File: config.mk
export PLATFORM = sky130hd
export DESIGN_NAME = sdr_init_refresh_seq
export DESIGN_NICKNAME = d
export VERILOG_FILES = /design/src/rtl/sdr_seq_pkg.sv /design/src/rtl/sdr_mode_word.sv /design/src/rtl/sdr_refi_tracker.sv /design/src/rtl/sdr_cmd_encoder.sv /design/src/rtl/sdr_init_refresh_seq.sv
export SDC_FILE = /design/constraint.sdc
export NUM_CORES = 1
export LEC_CHECK = 0
export BUFFER_PORTS_ARGS = -buffer_cell sky130_fd_sc_hd__buf_2
export CORE_UTILIZATION = 40
export DETAILED_ROUTE_END_ITERATION = 7
export PLACE_DENSITY = 0.59
export SYNTH_ARGS = -nofsm -noshare
export SYNTH_HDL_FRONTEND = slang
export SYNTH_SLANG_ARGS = --single-unit
File: constraint.sdc
create_clock -name clk -period 2.1 [get_ports clk]
set_input_delay 0.21 -clock clk [delete_from_list [all_inputs] [get_ports clk]]
set_output_delay 0.21 -clock clk [all_outputs]
set_load 0.01 [all_outputs]
File: src/rtl/sdr_seq_pkg.sv
package sdr_seq_pkg;

   typedef enum logic [1:0] {
      CMD_NOP,
      CMD_PREA,
      CMD_REF,
      CMD_MRS
   } sdr_cmd_e;

   typedef enum logic [3:0] {
      ST_PLL,
      ST_PAUSE,
      ST_PREA,
      ST_PREA_W,
      ST_REF,
      ST_REF_W,
      ST_MRS,
      ST_MRS_W,
      ST_IDLE,
      ST_GRANT,
      ST_RPRE,
      ST_RPRE_W,
      ST_RREF,
      ST_RREF_W
   } sdr_state_e;

   // time in ns to clock count, fractions rounded up
   function automatic int ns_to_cyc(longint t_ns, longint period_ps);
      return int'((t_ns * 1000 + period_ps - 1) / period_ps);
   endfunction

   // average refresh spacing, rounded down so the budget is never missed
   function automatic int refi_cyc(longint window_ns, longint count, longint period_ps);
      return int'((window_ns * 1000) / (count * period_ps));
   endfunction

   function automatic int max_int(int a, int b);
      return (a > b) ? a : b;
   endfunction

endpackage

File: src/rtl/sdr_mode_word.sv
module sdr_mode_word #(
   parameter int MODE_W       = 10,
   parameter int CL_MIN       = 2,
   parameter int CL_MAX       = 3,
   parameter bit FULL_PAGE_EN = 1'b1
) (
   input  logic [2:0]        cas_lat,
   input  logic              burst_ilv,
   input  logic [2:0]        burst_code,
   output logic [MODE_W-1:0] mode_word
);
   localparam logic [2:0] CL_LO   = 3'(CL_MIN);
   localparam logic [2:0] CL_HI   = 3'(CL_MAX);
   localparam logic [2:0] BL_FULL = 3'b111;

   if (MODE_W < 10) begin : g_chk_w
      $error("mode word needs at least 10 bits");
   end
   if (CL_MIN < 1 || CL_MAX > 7 || CL_MIN > CL_MAX) begin : g_chk_cl
      $error("CAS latency bounds out of range");
   end

   logic [2:0] cl_eff;
   logic [2:0] bl_eff;
   logic       ilv_eff;

   always_comb begin
      if (cas_lat < CL_LO)      cl_eff = CL_LO;
      else if (cas_lat > CL_HI) cl_eff = CL_HI;
      else                      cl_eff = cas_lat;
   end

   if (FULL_PAGE_EN) begin : g_fullpage
      always_comb begin
         case (burst_code)
            3'd0, 3'd1, 3'd2, 3'd3: bl_eff = burst_code;
            BL_FULL:                bl_eff = BL_FULL;
            default:                bl_eff = 3'd0;
         endcase
      end
   end else begin : g_no_fullpage
      always_comb begin
         case (burst_code)
            3'd0, 3'd1, 3'd2, 3'd3: bl_eff = burst_code;
            default:                bl_eff = 3'd0;
         endcase
      end
   end

   // full page runs sequential only
   assign ilv_eff = burst_ilv & (bl_eff != BL_FULL);

   always_comb begin
      mode_word      = '0;
      mode_word[2:0] = bl_eff;
      mode_word[3]   = ilv_eff;
      mode_word[6:4] = cl_eff;
   end

endmodule

File: src/rtl/sdr_refi_tracker.sv
module sdr_refi_tracker #(
   parameter int REFI_CYC  = 1562,
   parameter int OVF_LIMIT = 4
) (
   input  logic clk,
   input  logic rst_n,
   input  logic en,
   input  logic service,
   output logic pending,
   output logic overflow
);
   localparam int IV_W   = (REFI_CYC > 2) ? $clog2(REFI_CYC) : 1;
   localparam int PEND_W = $clog2(OVF_LIMIT + 1);
   localparam logic [IV_W-1:0]   IV_LAST = IV_W'(REFI_CYC - 1);
   localparam logic [PEND_W-1:0] P_LIM   = PEND_W'(OVF_LIMIT);

   if (REFI_CYC < 2) begin : g_chk_refi
      $error("refresh interval must be at least 2 cycles");
   end
   if (OVF_LIMIT < 1) begin : g_chk_lim
      $error("overflow limit must be at least 1");
   end

   logic [IV_W-1:0]   iv_cnt;
   logic [PEND_W-1:0] pend_cnt;
   logic              tick;

   assign tick    = en && (iv_cnt == IV_LAST);
   assign pending = (pend_cnt != '0);

   always_ff @(posedge clk or negedge rst_n) begin
      if (!rst_n) begin
         iv_cnt <= '0;
      end else if (!en || tick) begin
         iv_cnt <= '0;
      end else begin
         iv_cnt <= iv_cnt + 1'b1;
      end
   end

   always_ff @(posedge clk or negedge rst_n) begin
      if (!rst_n) begin
         pend_cnt <= '0;
         overflow <= 1'b0;
      end else begin
         case ({tick, service})
            2'b10: begin
               if (pend_cnt == P_LIM) overflow <= 1'b1;
               else                   pend_cnt <= pend_cnt + 1'b1;
            end
            2'b01: begin
               if (pend_cnt != '0) pend_cnt <= pend_cnt - 1'b1;
            end
            default: ;
         endcase
      end
   end

   AST_PEND_BOUND: assert property (@(posedge clk) disable iff (!rst_n)
      pend_cnt <= P_LIM);
   AST_OVF_STICKY: assert property (@(posedge clk) disable iff (!rst_n)
      overflow |=> overflow);
   AST_SERVICE_OWED: assert property (@(posedge clk) disable iff (!rst_n)
      service |-> pending);

endmodule

File: src/rtl/sdr_cmd_encoder.sv
module sdr_cmd_encoder
   import sdr_seq_pkg::*;
#(
   parameter int RANKS  = 2,
   parameter int ADDR_W = 12,
   parameter int MODE_W = 10,
   parameter int AP_BIT = 10
) (
   input  sdr_cmd_e          cmd,
   input  logic [MODE_W-1:0] mode_word,
   output logic [RANKS-1:0]  cs_n,
   output logic              ras_n,
   output logic              cas_n,
   output logic              we_n,
   output logic [ADDR_W-1:0] addr
);
   if (ADDR_W <= AP_BIT || ADDR_W < MODE_W) begin : g_chk_addr
      $error("address bus too narrow for mode word or precharge-all bit");
   end
   if (RANKS < 1) begin : g_chk_ranks
      $error("at least one rank required");
   end

   // every rank receives every sequencer command together
   for (genvar r = 0; r < RANKS; r++) begin : g_cs
      assign cs_n[r] = (cmd == CMD_NOP);
   end

   always_comb begin
      ras_n = 1'b1;
      cas_n = 1'b1;
      we_n  = 1'b1;
      addr  = '0;
      case (cmd)
         CMD_PREA: begin
            ras_n        = 1'b0;
            we_n         = 1'b0;
            addr[AP_BIT] = 1'b1;
         end
         CMD_REF: begin
            ras_n = 1'b0;
            cas_n = 1'b0;
         end
         CMD_MRS: begin
            ras_n              = 1'b0;
            cas_n              = 1'b0;
            we_n               = 1'b0;
            addr[MODE_W-1:0]   = mode_word;
         end
         default: ;
      endcase
   end

endmodule

File: src/rtl/sdr_init_refresh_seq.sv
module sdr_init_refresh_seq
   import sdr_seq_pkg::*;
#(
   parameter int     CLK_PERIOD_PS  = 10000,
   parameter longint T_PLL_NS       = 1000000,
   parameter longint T_PAUSE_NS     = 200000,
   parameter longint T_RP_NS        = 20,
   parameter longint T_RC_NS        = 70,
   parameter longint T_MRD_NS       = 20,
   parameter longint REF_WINDOW_NS  = 64000000,
   parameter int     REF_COUNT      = 4096,
   parameter int     INIT_REFRESHES = 8,
   parameter int     OVF_LIMIT      = 4,
   parameter int     RANKS          = 2,
   parameter int     ADDR_W         = 12,
   parameter int     MODE_W         = 10,
   parameter int     CL_MIN         = 2,
   parameter int     CL_MAX         = 3,
   parameter bit     FULL_PAGE_EN   = 1'b1
) (
   input  logic              clk,
   input  logic              rst_n,
   input  logic [2:0]        cfg_cas_lat,
   input  logic              cfg_burst_ilv,
   input  logic [2:0]        cfg_burst_code,
   input  logic              ctrl_req,
   output logic              ctrl_gnt,
   output logic              sd_cke,
   output logic [RANKS-1:0]  sd_cs_n,
   output logic              sd_ras_n,
   output logic              sd_cas_n,
   output logic              sd_we_n,
   output logic [ADDR_W-1:0] sd_addr,
   output logic              init_done,
   output logic              refresh_overflow
);
   localparam int AP_BIT    = 10;
   localparam int PLL_CYC   = ns_to_cyc(T_PLL_NS, CLK_PERIOD_PS);
   localparam int PAUSE_CYC = ns_to_cyc(T_PAUSE_NS, CLK_PERIOD_PS);
   localparam int RP_CYC    = ns_to_cyc(T_RP_NS, CLK_PERIOD_PS);
   localparam int RC_CYC    = ns_to_cyc(T_RC_NS, CLK_PERIOD_PS);
   localparam int MRD_CYC   = ns_to_cyc(T_MRD_NS, CLK_PERIOD_PS);
   localparam int REFI_CYC  = refi_cyc(REF_WINDOW_NS, REF_COUNT, CLK_PERIOD_PS);
   localparam int MAX_CYC   = max_int(max_int(PLL_CYC, PAUSE_CYC),
                                      max_int(max_int(RP_CYC, RC_CYC), MRD_CYC));
   localparam int CNT_W     = $clog2(MAX_CYC + 1);
   localparam int RN_W      = $clog2(INIT_REFRESHES);
   localparam logic [CNT_W-1:0] C_ONE  = CNT_W'(1);
   localparam logic [CNT_W-1:0] C_TWO  = CNT_W'(2);
   localparam logic [RN_W-1:0]  RN_END = RN_W'(INIT_REFRESHES - 1);

   if (INIT_REFRESHES < 8) begin : g_chk_init
      $error("power-up needs at least eight refreshes");
   end
   if (REFI_CYC <= RP_CYC + RC_CYC + 2) begin : g_chk_refi
      $error("refresh interval shorter than one refresh service");
   end

   sdr_state_e        st;
   logic [CNT_W-1:0]  cnt;
   logic [RN_W-1:0]   ref_n;
   sdr_cmd_e          cmd;
   logic [MODE_W-1:0] mode_word;
   logic              ref_pending;
   logic              ref_service;
   logic              gap_end;

   assign gap_end = (cnt <= C_TWO);

   always_ff @(posedge clk or negedge rst_n) begin
      if (!rst_n) begin
         st    <= ST_PLL;
         cnt   <= CNT_W'(PLL_CYC);
         ref_n <= '0;
      end else begin
         case (st)
            ST_PLL: begin
               if (cnt <= C_ONE) begin
                  st  <= ST_PAUSE;
                  cnt <= CNT_W'(PAUSE_CYC);
               end else cnt <= cnt - 1'b1;
            end
            ST_PAUSE: begin
               if (cnt <= C_ONE) st <= ST_PREA;
               else              cnt <= cnt - 1'b1;
            end
            ST_PREA: begin
               st  <= ST_PREA_W;
               cnt <= CNT_W'(RP_CYC);
            end
            ST_PREA_W: begin
               if (gap_end) begin
                  st    <= ST_REF;
                  ref_n <= '0;
               end else cnt <= cnt - 1'b1;
            end
            ST_REF: begin
               st  <= ST_REF_W;
               cnt <= CNT_W'(RC_CYC);
            end
            ST_REF_W: begin
               if (gap_end) begin
                  if (ref_n == RN_END) st <= ST_MRS;
                  else begin
                     st    <= ST_REF;
                     ref_n <= ref_n + 1'b1;
                  end
               end else cnt <= cnt - 1'b1;
            end
            ST_MRS: begin
               st  <= ST_MRS_W;
               cnt <= CNT_W'(MRD_CYC);
            end
            ST_MRS_W: begin
               if (gap_end) st <= ST_IDLE;
               else         cnt <= cnt - 1'b1;
            end
            ST_IDLE: begin
               if (ref_pending)   st <= ST_RPRE;
               else if (ctrl_req) st <= ST_GRANT;
            end
            ST_GRANT: begin
               if (!ctrl_req) st <= ST_IDLE;
            end
            ST_RPRE: begin
               st  <= ST_RPRE_W;
               cnt <= CNT_W'(RP_CYC);
            end
            ST_RPRE_W: begin
               if (gap_end) st <= ST_RREF;
               else         cnt <= cnt - 1'b1;
            end
            ST_RREF: begin
               st  <= ST_RREF_W;
               cnt <= CNT_W'(RC_CYC);
            end
            ST_RREF_W: begin
               if (gap_end) st <= ST_IDLE;
               else         cnt <= cnt - 1'b1;
            end
            default: st <= ST_PLL;
         endcase
      end
   end

   always_comb begin
      case (st)
         ST_PREA, ST_RPRE: cmd = CMD_PREA;
         ST_REF, ST_RREF:  cmd = CMD_REF;
         ST_MRS:           cmd = CMD_MRS;
         default:          cmd = CMD_NOP;
      endcase
   end

   assign sd_cke      = (st != ST_PLL);
   assign ctrl_gnt    = (st == ST_GRANT);
   assign ref_service = (st == ST_RREF);
   assign init_done   = (st == ST_IDLE)   || (st == ST_GRANT)  ||
                        (st == ST_RPRE)   || (st == ST_RPRE_W) ||
                        (st == ST_RREF)   || (st == ST_RREF_W);

   sdr_mode_word #(
      .MODE_W       (MODE_W),
      .CL_MIN       (CL_MIN),
      .CL_MAX       (CL_MAX),
      .FULL_PAGE_EN (FULL_PAGE_EN)
   ) u_mode (
      .cas_lat    (cfg_cas_lat),
      .burst_ilv  (cfg_burst_ilv),
      .burst_code (cfg_burst_code),
      .mode_word  (mode_word)
   );

   sdr_refi_tracker #(
      .REFI_CYC  (REFI_CYC),
      .OVF_LIMIT (OVF_LIMIT)
   ) u_refi (
      .clk      (clk),
      .rst_n    (rst_n),
      .en       (init_done),
      .service  (ref_service),
      .pending  (ref_pending),
      .overflow (refresh_overflow)
   );

   sdr_cmd_encoder #(
      .RANKS  (RANKS),
      .ADDR_W (ADDR_W),
      .MODE_W (MODE_W),
      .AP_BIT (AP_BIT)
   ) u_enc (
      .cmd       (cmd),
      .mode_word (mode_word),
      .cs_n      (sd_cs_n),
      .ras_n     (sd_ras_n),
      .cas_n     (sd_cas_n),
      .we_n      (sd_we_n),
      .addr      (sd_addr)
   );

   logic any_cmd, is_prea, is_ref, is_mrs;
   assign any_cmd = !(&sd_cs_n);
   assign is_prea = any_cmd && !sd_ras_n &&  sd_cas_n && !sd_we_n;
   assign is_ref  = any_cmd && !sd_ras_n && !sd_cas_n &&  sd_we_n;
   assign is_mrs  = any_cmd && !sd_ras_n && !sd_cas_n && !sd_we_n;

   AST_CKE_HOLDS: assert property (@(posedge clk) disable iff (!rst_n)
      sd_cke |=> sd_cke);
   AST_NO_CMD_CKE_LOW: assert property (@(posedge clk) disable iff (!rst_n)
      !sd_cke |-> !any_cmd);
   AST_ALL_RANKS: assert property (@(posedge clk) disable iff (!rst_n)
      any_cmd |-> (sd_cs_n == '0));
   AST_PREA_AP: assert property (@(posedge clk) disable iff (!rst_n)
      is_prea |-> sd_addr[AP_BIT]);
   AST_REF_GAP: assert property (@(posedge clk) disable iff (!rst_n)
      is_ref |=> !any_cmd);
   AST_DONE_STICKY: assert property (@(posedge clk) disable iff (!rst_n)
      init_done |=> init_done);
   AST_FULLPAGE_SEQ: assert property (@(posedge clk) disable iff (!rst_n)
      (is_mrs && sd_addr[2:0] == 3'b111) |-> !sd_addr[3]);
   AST_CL_RANGE: assert property (@(posedge clk) disable iff (!rst_n)
      is_mrs |-> (sd_addr[6:4] >= 3'(CL_MIN) && sd_addr[6:4] <= 3'(CL_MAX)));
   AST_GNT_QUIET: assert property (@(posedge clk) disable iff (!rst_n)
      ctrl_gnt |-> !any_cmd);
   AST_GNT_AFTER_DONE: assert property (@(posedge clk) disable iff (!rst_n)
      ctrl_gnt |-> init_done);

endmodule

**Word-level counts from Yosys, hierarchy flattened**

Index checks and enable logic that the tools add are counted.
W data, S select, Z words.

- Register bits: 39
- Output and inout port bits: 21
- Logic and storage cells: 117

- Add/subtract/negate cells: 5
- $lt $le $gt $ge: 4
- Eq/ne operators: 39
- Multiplexer cells: 32
- Bitwise operators: 1
- Reduce and logical (&&, ||, !) cells: 30

Operator list:

| operator | number |
|---|---|
| $pmux W17 S5 | 1 |
| $pmux W4 S13 | 1 |
| $mux W17 | 3 |
| $mux W4 | 9 |
| $eq A4 B4 Y1 const B | 6 |
| $ne A2 B2 Y1 const B | 11 |
| $mux W3 | 7 |
| $pmux W3 S2 | 3 |
| $le A17 B1 Y1 const B | 1 |
| $le A17 B2 Y1 const B | 1 |
| $sub A17 B1 Y17 const B | 1 |
| $eq A4 B3 Y1 const B | 4 |
| $add A11 B1 Y11 const B | 1 |
| $eq A11 B11 Y1 const B | 1 |
| $mux W11 | 1 |
| $reduce_or A2 Y1 | 5 |
| $eq A3 B3 Y1 const B | 3 |
| $eq A4 B2 Y1 const B | 2 |
| $reduce_and A8 Y1 | 1 |
| $mux W7 | 1 |
| $add A3 B1 Y3 const B | 2 |
| $eq A2 B2 Y1 const B | 3 |
| $eq A3 B2 Y1 const B | 2 |
| $logic_or A1 B1 Y1 | 6 |
| 27 further kinds | 35 |

**Logic depth before layout (Yosys ltp)**

Gate-level depths: netlist of the first run.

- Depth after elaboration: 10
- Depth in mapped cells: 9

**Cells and area by module**

Synthesis of the first run repeated with hierarchy kept, for this count alone.

- Cells, all modules: 307
- Area total of the unflattened synthesis: 2,782.7 um^2

By module, submodules not included:

| module | instances | cells each | area an instance (um^2) | seq. area each (um^2) |
|---|---|---|---|---|
| sdr_init_refresh_seq | 1 | 187 | 1,700.4 | 608.1 |
| sdr_refi_tracker | 1 | 85 | 850.8 | 375.4 |
| sdr_cmd_encoder | 1 | 20 | 133.9 | 0.0 |
| sdr_mode_word | 1 | 15 | 97.6 | 0.0 |

**Worst setup path after synthesis of the first run**

Ideal clock, no wire load.

- Kind: reg2reg
- From: register st[1]
- To: register u_refi.pend_cnt[2]
- Data arrival time: 1,984 ps
- Setup slack: -23 ps
- Cell stages (with the launch flop): 8
- Path through: dfrtp_1 buf_2 nand2b_1 nor2_1 o211ai_1 fa_1 o311ai_0 o21ai_0

- Longest elaborated chain between the ends: 10
- Elaborated cells between the ends (all ways): 19
- Classes of those cells: eq/ne: 10; mux: 1; reduce/logical: 8

RTL lines:

| what | RTL line | RTL |
|---|---|---|
| start, declared | sdr_init_refresh_seq.sv:59 | `sdr_state_e st;` |
| start signal, assigned | sdr_init_refresh_seq.sv:72 | `st <= ST_PLL;` |
| start signal, assigned | sdr_init_refresh_seq.sv:79 | `st <= ST_PAUSE;` |
| start signal, assigned | sdr_init_refresh_seq.sv:84 | `if (cnt <= C_ONE) st <= ST_PREA;` |
| $eq A4 B4 Y1 | sdr_init_refresh_seq.sv:158 | `assign init_done = (st == ST_IDLE) \|\| (st == ST_GRANT) \|\|` |
| $logic_or A1 B1 Y1 (2 in a row) | sdr_init_refresh_seq.sv:158 |  |
| $logic_or A1 B1 Y1 (2 in a row) | sdr_init_refresh_seq.sv:159 | `(st == ST_RPRE) \|\| (st == ST_RPRE_W) \|\|` |
| $logic_or A1 B1 Y1 | sdr_init_refresh_seq.sv:160 | `(st == ST_RREF) \|\| (st == ST_RREF_W);` |
| $logic_and A1 B1 Y1 | sdr_refi_tracker.sv:28 | `assign tick = en && (iv_cnt == IV_LAST);` |
| $eq A2 B2 Y1 or $eq A2 B1 Y1 (tied branches) | sdr_refi_tracker.sv:46 | `case ({tick, service})` |
| $ne A2 B2 Y1 (no source line) or $reduce_bool A2 Y1 (tied branches) | - |  |
| $reduce_and A3 Y1 (no source line) | - |  |
| end signal, assigned | sdr_refi_tracker.sv:49 | `else pend_cnt <= pend_cnt + 1'b1;` |
| end signal, assigned | sdr_refi_tracker.sv:52 | `if (pend_cnt != '0) pend_cnt <= pend_cnt - 1'b1;` |
| end, declared | sdr_refi_tracker.sv:25 | `logic [PEND_W-1:0] pend_cnt;` |

Parallel ways exist; a longest one is shown, timed or not.
A chain may end at the register's enable or synchronous reset.

**Final worst setup path of the first run**

- From: register cnt[0]
- To: register cnt[2]

- Longest elaborated chain between the ends: 3
- Elaborated cells between the ends (all ways): 10
- Classes of those cells: add/sub: 1; order compare: 2; eq/ne: 2; mux: 4; reduce/logical: 1

RTL lines:

| what | RTL line | RTL |
|---|---|---|
| start, declared | sdr_init_refresh_seq.sv:60 | `logic [CNT_W-1:0] cnt;` |
| start signal, assigned | sdr_init_refresh_seq.sv:73 | `cnt <= CNT_W'(PLL_CYC);` |
| start signal, assigned | sdr_init_refresh_seq.sv:80 | `cnt <= CNT_W'(PAUSE_CYC);` |
| start signal, assigned | sdr_init_refresh_seq.sv:81 | `end else cnt <= cnt - 1'b1;` |
| $sub A17 B1 Y17, or another cell as far along | - |  |
| $mux W17, or another cell as far along | - |  |
| $pmux W17 S5 or $reduce_and A3 Y1 (tied branches) | - |  |

Parallel ways exist; a longest one is shown, timed or not. The select of a mux whose other input is x is not followed.

==> results by group, run 1 <==
Logic synthesis
  – Post-Syn Area: ~2600 µm²
  – Sequential share of the synthesized area: between 30% and 40%
  – Number of synthesized flops with an enable pin: 0
  – Ys async rst share: 100.0%
  – Syn_area_per_cell: ~9 µm²
  – Post-synth top flop: dfrtp_1
  – Count of cell types in the netlist: a little over 60
  – Mapped Cells: roughly 290
  – Number of synthesized register bits: 39
  – Yosys warns: 0

Clock network
  – Clock buffer count from CTS: 5
  – CTS tree: done
  – Clock root buffer: clkbuf_8
  – Clock buffer depth: 2
  – Clock slew at reported path FFs: 90 ps
  – # clock sinks: 39
  – H-tree depth: 2
  – Skew-Pair Late Insertion Delay: roughly 300 ps

Pwr
  – Seq pwr share: 52.1%
  – Peak supply drop: 0.2958 mV
  – Sw Share: between 20 and 25%
  – Logic gate share of total power: around 2.4%
  – Clk pwr share: between 40 and 50%
  – Psw: between 300 and 400 µW
  – P_int: about 1.1 mW
  – Total Power: about 1.4 mW
  – PwrDens: 426.5 nW/µm²
  – Leak Pwr: 1.476 nW

Placed design
  – Port Buffers: 25
  – Gpl congestion: 0.8098
  – Area post-placement: 3025 µm²
  – Hpwl dp: approximately 4.6 mm
  – Pre-CTS setup slack: about 30 ps

Detailed routing
  – DR WL/cell: approximately 15 µm
  – Via/cell ratio: 5.514
  – Total routed wirelength: 6.479 mm
  – Starting DRT DRC Count: approximately 110
  – Antenna Nets Post-Route: 0
  – Drt pass-1 iters: 4
  – Vias: 2437
  – DRC: 0

Critical path
  – Top fanout value on the critical path: 8
  – CP startpoint kind: flip-flop
  – CP Data Required Time: 2280 ps
  – WP data arrival: ~2200 ps
  – Crit Path Category: flip-flop to flip-flop
  – Crit end category: flip-flop
  – Reg-to-reg setup timing slack: around 34 ps
  – Critical R2R Launch: cnt[0]
  – R2r endpoint: cnt[2]
  – Register-to-Register Path Depth: 9

Die
  – Die Span Y: 82.22 µm
  – Die W: approximately 80 µm
  – Ports: 31
  – Die ar.: a little under 7000 µm²
  – Initial core utilization: roughly 42%
  – Cell Rows: 28
  – Core area: 6061 µm²

STA
  – Fin. max-slew vios: 0
  – Hold slack: 364.0 ps
  – # setup viols final: 0
  – Setup WS post-layout: between 30 and 40 ps
  – Endpoints failing hold: 0
  – Final Skew: roughly 7.3 ps
  – RSZ-0062 raised after global routing: yes
  – Final min period: just over 2000 ps
  – Fin crit share: 98.37%
  – Maximum clock rate: approximately 480 MHz

GRT
  – First-pass GRT wire length: a little over 10 mm
  – Remaining global-route overflow: 0
  – Largest net degree at the start of global routing: 25
  – Vias in the first global route: about 2.2k
  – Initial antenna violation count: 0
  – GRT Resource Usage Total: 20.00%

Final layout
  – Layout area overhead: 31.31%
  – Fillers: 546
  – N_diodes: 0
  – Nets: 384
  – Fraction of layout cells with a size suffix above 1: approximately 36%
  – Post-Layout Inst Area: ~3400 µm²
  – Most common cell after layout, fill and taps aside: buf_4
  – Post-layout util: 55.76%
  – Highest-count cells in the layout ignoring fill and taps: buf_4, dfrtp_1, nor2_1

Worst hold path
  – Min-delay worst type: input port to asynchronous set/reset pin

Flow run
  – Max-cap violation count: 0

Status
  – Status: completed
[worst max path at each step]
stage / cells past startpoint / start / to / slack [ps]
final: 9 / cnt[0] / cnt[2] / 30
after global routing: 7 / cnt[11] / cnt[2] / -70
after CTS: 9 / cnt[0] / cnt[16] / 3
after detailed placement: 9 / cnt[0] / cnt[16] / 30
after global placement: 9 / cnt[0] / cnt[16] / 40
after floorplan: 8 / cnt[1] / cnt[16] / 50
[flip-flops by register name (all words and copies together) (netlist names)]
| signal | count |
|---|---|
| u_refi.overflow | 1 |
| st | 4 |
| cnt | 17 |
| u_refi.pend_cnt | 3 |
| u_refi.iv_cnt | 11 |
| ref_n | 3 |
[worst max-delay path, cell delays in order, from the launching register on]
cell,delay (ps)
dfrtp_1,380
inv_1,110
ha_1,190
nand2b_1,180
nand2_1,110
o311ai_4,280
a21oi_2,90
buf_6,150
nor2b_4,140
a221o_1,310
[area by class of cell]
class                   count  area, µm²  area share, %
inverters                  14      56.30          1.666
multi-input cells         227       1567          46.35
clock buffers               5      68.82          2.036
flip-flops and latches     39      987.2          29.21
clock inverters             3      46.29          1.370
repair buffers             79      560.5          16.59
well taps                  75      93.84          2.777
[power by group through the flow]
stage / combinational (mW) / sequential [mW] / clock [mW]
floorplan: 0.0136 / 0.766 / 0
global placement: 0.0336 / 0.765 / 0
detailed placement: 0.0344 / 0.765 / 0
CTS: 0.0358 / 0.751 / 0.676
global route: 0.0413 / 0.751 / 0.703
finish: 0.0343 / 0.751 / 0.656
[metrics by stage]
| step | TNS (ps) | cells |
|---|---|---|
| detailed placement | 0 | 420 |
| global route | -351.5 | 442 |
| global placement | 0 | 420 |
| finish | 0 | 442 |
| CTS | 0 | 430 |
| floorplan | 0 | 296 |
[Yosys cell counts, types with 2 or more instances]
cell | number | area, µm²
o21ai_1 | 2 | 10.01
clkbuf_1 | 5 | 18.77
o211ai_1 | 3 | 22.52
a31o_2 | 3 | 26.28
nor2b_1 | 5 | 31.28
o21bai_1 | 2 | 15.01
buf_4 | 8 | 60.06
or3_1 | 7 | 43.79
a21oi_1 | 15 | 75.07
o21ai_0 | 22 | 110.1
o31ai_1 | 3 | 22.52
or2_1 | 2 | 12.51
xor2_1 | 6 | 52.55
a22oi_1 | 2 | 15.01
xnor2_1 | 3 | 26.28
a22o_1 | 9 | 78.83
nor3_1 | 13 | 65.06
ha_1 | 7 | 87.58
a21o_1 | 2 | 15.01
nand2b_1 | 9 | 56.30
dfstp_2 | 6 | 157.7
nor4_1 | 5 | 31.28
nand3_1 | 13 | 65.06
nor2_1 | 27 | 101.4
o21a_1 | 3 | 22.52
and3_1 | 5 | 31.28
o2bb2ai_1 | 2 | 17.52
buf_2 | 3 | 15.01
dfrtp_1 | 33 | 825.8
inv_1 | 13 | 48.80
nand2_1 | 20 | 75.07
nand4_1 | 4 | 25.02
mux2_2 | 2 | 22.52
[per-layer routing]
metal	up-vias	share of wire [%]	global-route usage (%)
li1	1199	-	-
met1	1162	47	26.74
met2	68	48	33.22
met3	8	4.2	3.516
met4	0	1.3	5.088
met5	-	0	0
[logic make-up (layout without fill, tap and decap cells)]
family,count (synthesis),after routing,synth area share (%)
adder cells (fa/ha/maj),9,9,4.570
XOR/XNOR,9,9,3.063
AND/OR/NAND/NOR,121,122,25.77
flip-flops,39,39,38.21
AO/OA/AOI/OAI,79,79,20.86
multiplexers,3,3,1.264
buffers and inverters,31,101,6.125
other,1,5,0.1457
[what timing repair did]
| action | 4_1_cts | 5_1_grt |
|---|---|---|
| pin swaps | 0 | 17 |
| endpoints found under the setup margin | 9 | 21 |
| resized for setup | 4 | 34 |
| hold buffers | 1 | 0 |
| cloned | 0 | 2 |
| setup buffers | 1 | 11 |
| hold endpoints to repair | 11 | 0 |
No activity file was read; power rests on OpenSTA's default activity.
==> run 2, diff against run 1 <==
--- a/config.mk
+++ b/config.mk
@@ -6,9 +6,10 @@
 export NUM_CORES = 1
 export LEC_CHECK = 0
 export BUFFER_PORTS_ARGS = -buffer_cell sky130_fd_sc_hd__buf_2
-export CORE_UTILIZATION = 40
+export CORE_UTILIZATION = 29
 export DETAILED_ROUTE_END_ITERATION = 7
-export PLACE_DENSITY = 0.59
+export GPL_TIMING_DRIVEN = 0
+export PLACE_DENSITY = 0.45
 export SYNTH_ARGS = -nofsm -noshare
 export SYNTH_HDL_FRONTEND = slang
 export SYNTH_SLANG_ARGS = --single-unit
==> constraint.sdc (replaced) <==
create_clock -name clk -period 2.1 [get_ports clk]
set_input_delay 0.63 -clock clk [delete_from_list [all_inputs] [get_ports clk]]
set_output_delay 0.63 -clock clk [all_outputs]
set_load 0.01 [all_outputs]
==> run 2 against run 1 <==
Die area increased by 37%. Clock power shrank 21%. Non-clock buffer count grew 11. Critical path depth fell by 4. Register-to-register slack lost 100 ps. Global-route usage shrank 3.1 points. The run now ends with negative setup slack left. First-iteration DRC count increased by 24%. Clock-buffer cell count unchanged.
==> results by group, run 2 (same netlist as run 1, synthesis figures left out) <==
STA
  – Slew margin rel.: about two fifths
  – # setup viols final: 26 (was 0)
  – Fin crit share: 105.7% (was 98.37%)
  – Fin. max-slew vios: 0 (unchanged)
  – Setup WS post-layout: -118.8 ps (was 34.18 ps)
  – Final Skew: 4.973 ps (was 7.338 ps)
  – Final min period: 2219 ps (was 2066 ps)
  – RSZ-0062 raised after global routing: yes (unchanged)
  – Endpoints failing hold: 0 (unchanged)
  – Setup TNS: -1293 ps (was 0 ps)
  – Maximum clock rate: 450.7 MHz (was 484.1 MHz)
  – Worst Max-Slew Pin Slew: around 900 ps

Detailed routing
  – DR WL/cell: 15.99 µm (was 14.66 µm)
  – Via/cell ratio: 5.240 (was 5.514)
  – Total routed wirelength: 7.787 mm (was 6.479 mm)
  – Antenna Nets Post-Route: 0 (unchanged)
  – Drt pass-1 iters: 5 (was 4)
  – Vias: 2552 (was 2437)
  – DRC: 0 (unchanged)
  – Starting DRT DRC Count: 139 (was 112)

Final layout
  – Highest-count cells in the layout ignoring fill and taps: buf_4, dfrtp_1, buf_2 (was buf_4, dfrtp_1, nor2_1)
  – Max reg flops: 17 (unchanged)
  – Nets: 396 (was 384)
  – Fillers: 813 (was 546)
  – Seq. cell area: 992.2 µm² (was 987.2 µm²)
  – Most common cell after layout, fill and taps aside: buf_4 (unchanged)
  – Post-layout util: 44.10% (was 55.76%)
  – N_diodes: 0 (unchanged)
  – Layout area overhead: 47.98% (was 31.31%)
  – Post-Layout Inst Area: 3809 µm² (was 3379 µm²)
  – Largest Register: cnt (unchanged)
  – Area of the multi-input gates: 1823 µm² (was 1567 µm²)
  – Fraction of layout cells with a size suffix above 1: 49.08% (was 35.97%)
  – Regs by FF count: cnt x17, u_refi.iv_cnt x11, st x4 (unchanged)

GRT
  – First-pass GRT wire length: 11.92 mm (was 10.33 mm)
  – Remaining global-route overflow: 0 (unchanged)
  – Largest net degree at the start of global routing: 40 (was 25)
  – GRT Resource Usage Total: 16.89% (was 20.00%)
  – Vias in the first global route: 2435 (was 2241)
  – Initial antenna violation count: 0 (unchanged)

Critical path
  – CP startpoint kind: flip-flop (unchanged)
  – Reg-to-reg setup timing slack: -70 ps (was 30 ps)
  – WP data arrival: 1590 ps (was 2240 ps)
  – Crit end category: output pin (was flip-flop)
  – CP Data Required Time: 1470 ps (was 2280 ps)
  – Top fanout value on the critical path: 7 (was 8)
  – Crit Path Category: flip-flop to output pin (was flip-flop to flip-flop)

Clock network
  – Clock buffer count from CTS: 5 (unchanged)
  – Hold buffers post-CTS: 0 (was 1)
  – H-tree depth: 2 (unchanged)
  – # clock sinks: 39 (unchanged)
  – Clock root buffer: clkbuf_8 (unchanged)
  – Clock slew at reported path FFs: 80 ps (was 90 ps)
  – Skew-Pair Late Insertion Delay: 290 ps (was 300 ps)
  – Clock buffer depth: 2 (unchanged)
  – CTS tree: done (unchanged)

Die
  – Cell Rows: 34 (was 28)
  – Core area: 8636 µm² (was 6061 µm²)
  – Initial core utilization: 29.80% (was 42.46%)
  – Ports: 31 (unchanged)
  – Die Span Y: 96.21 µm (was 82.22 µm)
  – Die ar.: 9255 µm² (was 6759 µm²)
  – Die W: 96.21 µm (was 82.22 µm)

Status
  – Status: complete, but fails checks (was completed)
  – Failing checks: negative setup slack

Pwr
  – PwrDens: 343.3 nW/µm² (was 426.5 nW/µm²)
  – Peak supply drop: 0.2341 mV (was 0.2958 mV)
  – Leak Pwr: 1.610 nW (was 1.476 nW)

Placed design
  – Area post-placement: 2867 µm² (was 3025 µm²)
  – Gpl congestion: 0.7991 (was 0.8098)
  – Port Buffers: 25 (unchanged)
  – Hpwl dp: 4.398 mm (was 4.580 mm)

Flow run
  – Max-cap violation count: 0 (unchanged)

Worst hold path
  – Min-delay worst type: input port to asynchronous set/reset pin (unchanged)
-- run 2: cell types whose count changed in the layout (fill, tap and decap cells not counted), sizes merged --
cell	before	now
a21oi	16	17
clkinvlp	2	1
inv	14	12
clkbuf	5	8
bufinv	1	0
dlygate4sd3	1	0
clkinv	0	4
buf	78	87
-- run 2: final timing paths --
check	start	end	cells after the start
worst max-delay path	st[2]	sd_addr[2]	5
worst min-delay path	rst_n	cnt[12]	1
worst max register to register	st[1]	cnt[8]	9
worst min register to register	u_refi.overflow	u_refi.overflow	1
max in group asynchronous	rst_n	u_refi.iv_cnt[5]	1
min in group clk	u_refi.overflow	u_refi.overflow	1
-- run 2: worst max-delay path: stages (launching register included) --
cell,delay [ps]
dfrtp_1,370
buf_6,130
inv_6,40
nor4_4,390
and4_1,240
buf_2,120
-- run 2: final cells by class --
class	count	area share (%)
repair buffers	75	14.45
clock inverters	3	0.3942
well taps	108	3.548
plain buffers	15	3.876
multi-input cells	228	47.86
clock buffers	5	1.807
flip-flops and latches	39	26.05
inverters	14	2.004
-- run 2: power breakdown --
part | total, mW | switching, mW | internal [mW]
Combinational | 0.0390 | 0.0252 | 0.0138
Sequential | 0.751 | 0 | 0.751
Clock | 0.518 | 0.290 | 0.228
Total | 1.31 | 0.315 | 0.993
-- run 2: stage by stage --
stage	power, mW	std cells	setup WS, ps	hold WS (ps)
floorplan	0.7792	296	36.69	334.4
global placement	0.8054	429	-411.8	454.2
detailed placement	0.8059	429	-385.0	460.5
CTS	1.330	470	-114.1	482.4
global route	1.364	487	-229.5	512.0
finish	1.308	487	-118.8	462.2
-- run 2: repair_timing --
item                                   in CTS  in global routing
buffers inserted                           30                 18
setup endpoints to repair                  33                 39
endpoints found under the hold margin       0                  0
resized for setup                          57                 76
pin swaps                                  16                 36
cloned                                      4                  1
-- run 2: layer usage --
| metal | share of wire, % | wire [µm] | track usage [%] | vias up |
|---|---|---|---|---|
| met4 | 1.9 | 147 | 5.473 | 0 |
| met2 | 52 | 4012 | 29.73 | 47 |
| li1 | - | - | - | 1232 |
| met5 | 0 | 0 | 0 | - |
| met3 | 3.4 | 268 | 3.160 | 13 |
| met1 | 43 | 3358 | 20.60 | 1260 |
==> run 3, diff against run 2 <==
--- a/config.mk
+++ b/config.mk
@@ -5,6 +5,7 @@
 export SDC_FILE = /design/constraint.sdc
 export NUM_CORES = 1
 export LEC_CHECK = 0
+export ABC_AREA = 1
 export BUFFER_PORTS_ARGS = -buffer_cell sky130_fd_sc_hd__buf_2
 export CORE_UTILIZATION = 29
 export DETAILED_ROUTE_END_ITERATION = 7
==> run 3 against run 2 <==
The flow now finishes without violations. Clock skew grew 5.5 ps. Worst setup slack gained 120 ps. Area after synthesis grew 14%. Register-to-register slack gained 240 ps. Non-clock buffer count shrank 34. Hold slack lost 0.84 ps. First-iteration DRC count shrank 49%. Fmax grew 5.8%. Clock power grew 34%. Cell count grew 28%. Global-route usage shrank 1.8 points.
==> results by group, run 3 <==
Logic synthesis
  – Count of cell types in the netlist: 35 (was 61)
  – Post-Synth XOR/XNOR Area: 2.395% (was 3.063%)
  – Post-Synth Simple-Gate Area: 43.07% (was 25.77%)
  – Mapped Cells: 437 (was 292)
  – Number of synthesized register bits: 39 (unchanged)
  – Yosys warns: 0 (unchanged)
  – Post-synth top cells: nand2_1, nor2_1, inv_1 (was dfrtp_1, nor2_1, o21ai_0)
  – Sequential share of the synthesized area: 33.62% (was 38.21%)
  – Ys async rst share: 100.0% (unchanged)
  – Syn_area_per_cell: 6.694 µm² (was 8.814 µm²)
  – Mux share of post-synthesis cell area: 0% (was 1.264%)
  – Compound-Gate Fraction of Synth Area: 7.057% (was 20.86%)
  – Top-count cell post-synth: nand2_1 (was dfrtp_1)
  – Post-Syn Area: 2925 µm² (was 2574 µm²)
  – Number of synthesized flops with an enable pin: 0 (unchanged)
  – Area share of fa/ha/maj cells after synthesis: 3.678% (was 4.570%)
  – Yosys top cell by area: dfrtp_1 (unchanged)
  – Main combinational cell family by area after synthesis: simple AND/OR/NAND/NOR gates (unchanged)
  – Top area cells in the synthesized netlist: dfrtp_1, nand2_1, nor2_1, nand3_1, inv_1 (was dfrtp_1, dfstp_2, o21ai_0, nor2_1, ha_1)
  – Post-synth top area share: 28.23% (was 32.09%)
  – Post-synth top flop: dfrtp_1 (unchanged)

Pwr
  – Seq pwr share: 50.6% (was 57.4%)
  – P_int: 1.125 mW (was 992.7 µW)
  – PwrDens: 420.6 nW/µm² (was 343.3 nW/µm²)
  – Peak supply drop: 0.2461 mV (was 0.2341 mV)
  – Sw Share: 24.17% (was 24.09%)
  – Logic gate share of total power: 2.8% (was 3.0%)
  – Total Power: 1.484 mW (was 1.308 mW)
  – Clk pwr share: 46.6% (was 39.6%)
  – Psw: 358.7 µW (was 315.0 µW)
  – Leak Pwr: 1.771 nW (was 1.610 nW)

Clock network
  – Clock buffer count from CTS: 5 (unchanged)
  – Clock slew at reported path FFs: 100 ps (was 80 ps)
  – # clock sinks: 39 (unchanged)
  – Clock buffer depth: 2 (unchanged)
  – Clock root buffer: clkbuf_8 (unchanged)
  – Hold buffers post-CTS: 0 (unchanged)
  – CTS tree: done (unchanged)
  – H-tree depth: 2 (unchanged)
  – Skew-Pair Late Insertion Delay: 310 ps (was 290 ps)

Placed design
  – Port Buffers: 25 (unchanged)
  – DP Cell Count: 599 (was 429)
  – Hpwl dp: 5.500 mm (was 4.398 mm)
  – Gpl congestion: 0.8527 (was 0.7991)

STA
  – Maximum clock rate: 476.8 MHz (was 450.7 MHz)
  – Fin crit share: 99.88% (was 105.7%)
  – Endpoints failing hold: 0 (unchanged)
  – Fin. max-slew vios: 0 (unchanged)
  – Final Skew: 10.50 ps (was 4.973 ps)
  – Slew margin rel.: 37.23% (was 38.61%)
  – # setup viols final: 0 (was 26)
  – Worst Max-Slew Pin Slew: 941.6 ps (was 920.9 ps)
  – Final min period: 2097 ps (was 2219 ps)
  – Hold slack: 461.4 ps (was 462.2 ps)
  – RSZ-0062 raised after global routing: yes (unchanged)

Final layout
  – Fillers: 1103 (was 813)
  – Largest Register: cnt (unchanged)
  – N_diodes: 0 (unchanged)
  – Highest-count cells in the layout ignoring fill and taps: nand2_1, nor2_1, inv_1 (was buf_4, dfrtp_1, buf_2)
  – Max reg flops: 17 (unchanged)
  – Fin cells: 622 (was 487)
  – Regs by FF count: cnt x17, u_refi.iv_cnt x11, st x4 (unchanged)
  – Most common cell after layout, fill and taps aside: nand2_1 (was buf_4)
  – Layout area overhead: 20.62% (was 47.98%)
  – Nets: 506 (was 396)
  – Fraction of layout cells with a size suffix above 1: 22.70% (was 49.08%)

Critical path
  – CP startpoint kind: flip-flop (unchanged)
  – Critical Path Slowest Stage Cell: dfrtp_2 (was nor4_4)
  – Top fanout value on the critical path: 5 (was 7)
  – Worst path most repeated cell: buf_4
  – Crit Path Category: flip-flop to output pin (unchanged)
  – Buf+Inv Stages, Crit Path: 4 (was 3)
  – Crit-path leading delay family: flip-flops (was simple AND/OR/NAND/NOR gates)
  – Crit end category: output pin (unchanged)
  – CP Data Required Time: 1470 ps (about the same)
  – WP data arrival: 1470 ps (was 1590 ps)
  – Worst path max stage delay: 470 ps (was 390 ps)
  – Crit path cell chain: nor2_4, buf_4, o21ai_4, nand2_2, inv_2, buf_4, buf_2 (was buf_6, inv_6, nor4_4, and4_1, buf_2)

GRT
  – M1 GR Usage: 20.07% (was 20.60%)
  – Initial antenna violation count: 0 (unchanged)
  – Largest net degree at the start of global routing: 40 (unchanged)
  – Vias in the first global route: 2613 (was 2435)
  – Global Route met3 Usage: 2.599% (was 3.160%)
  – Remaining global-route overflow: 0 (unchanged)
  – Busiest grt layer: met2 (unchanged)
  – M2 GR Usage: 24.67% (was 29.73%)
  – First-pass GRT wire length: 12.17 mm (was 11.92 mm)
  – GRT Resource Usage Total: 15.04% (was 16.89%)

Die
  – Cell Rows: 36 (was 34)
  – Core area: 9774 µm² (was 8636 µm²)
  – Die W: 102.4 µm (was 96.21 µm)
  – Die ar.: 10490 µm² (was 9255 µm²)
  – Initial core utilization: 29.93% (was 29.80%)
  – Ports: 31 (unchanged)
  – Die Span Y: 102.4 µm (was 96.21 µm)

Detailed routing
  – Starting DRT DRC Count: 71 (was 139)
  – Drt pass-1 iters: 6 (was 5)
  – DRC: 0 (unchanged)
  – Vias: 2868 (was 2552)
  – Total routed wirelength: 7.569 mm (was 7.787 mm)
  – Via/cell ratio: 4.611 (was 5.240)
  – DR WL/cell: 12.17 µm (was 15.99 µm)
  – Antenna Nets Post-Route: 0 (unchanged)

Flow run
  – Max-cap violation count: 0 (unchanged)

Status
  – Status: completed (was complete, but fails checks)

Worst hold path
  – Min-delay worst type: input port to asynchronous set/reset pin (unchanged)
==> run 3: cell count changes after synthesis, moves of 7 or more <==
cell	delta
inv_1	+31
nor2_1	+24
or3_1	-7
nand2b_1	-9
a22o_1	-9
nand2_1	+136
nand3_1	+24
o21ai_0	-12
==> run 3: per-layer routing <==
metal,routed length (µm),vias to the layer above
li1,-,1487
met1,3743,1326
met5,0,-
met4,114,0
met2,3499,40
met3,211,15
==> run 3: final cells by class <==
| class | instances | area (µm²) | share of cell area [%] |
|---|---|---|---|
| plain buffers | 15 | 120.1 | 3.404 |
| clock buffers | 5 | 68.82 | 1.950 |
| clock inverters | 3 | 47.55 | 1.348 |
| inverters | 47 | 178.9 | 5.071 |
| multi-input cells | 339 | 1715 | 48.62 |
| flip-flops and latches | 39 | 985.9 | 27.94 |
| well taps | 133 | 166.4 | 4.716 |
| repair buffers | 41 | 245.2 | 6.950 |
==> run 3: per-stage QoR <==
stage | setup slack, ps | TNS, ps | util, % | area, µm²
after detailed placement | -27.69 | -45.50 | 33.06 | 3232
after global placement | -33.34 | -56.90 | 33.06 | 3232
after floorplan | -14.01 | -28.01 | - | 2940
after global routing | -63.59 | -307.5 | 36.10 | 3528
after CTS | -5.652 | -12.44 | 35.19 | 3440
final | 2.566 | 0 | 36.10 | 3528
==> run 3: timing repair <==
| action | CTS | global route |
|---|---|---|
| buffers inserted | 7 | 9 |
| hold endpoints to repair | 0 | 0 |
| cloned | 0 | 0 |
| pin swaps | 3 | 5 |
| endpoints found under the setup margin | 11 | 25 |
| resized for setup | 16 | 9 |
==> run 3: kinds of logic after synthesis <==
logic type / Yosys count
fa+ha+maj: 8
buf+inv: 63
compound gates: 32
flops: 39
simple gates: 286
other cells: 1
xor+xnor: 8
==> run 3: power by group through the flow <==
stage | Sequential, mW | Clock [mW] | Combinational [mW]
finish | 0.751 | 0.692 | 0.0408
CTS | 0.751 | 0.709 | 0.0423
detailed placement | 0.765 | 0 | 0.0412
global route | 0.751 | 0.737 | 0.0486
global placement | 0.765 | 0 | 0.0405
floorplan | 0.766 | 0 | 0.0139
==> run 3: worst paths after layout <==
| path | startpoint | to | slack [ps] | cells after the start |
|---|---|---|---|---|
| min in group clk | u_refi.pend_cnt[0] | u_refi.pend_cnt[0] | 470 | 1 |
| worst min-delay path | rst_n | cnt[12] | 460 | 1 |
| max in group asynchronous | rst_n | st[3] | 1010 | 1 |
| worst min register to register | u_refi.pend_cnt[0] | u_refi.pend_cnt[0] | 470 | 1 |
| worst max-delay path | st[0] | sd_cs_n[1] | 3 | 7 |
| worst max register to register | st[1] | u_refi.pend_cnt[2] | 170 | 11 |
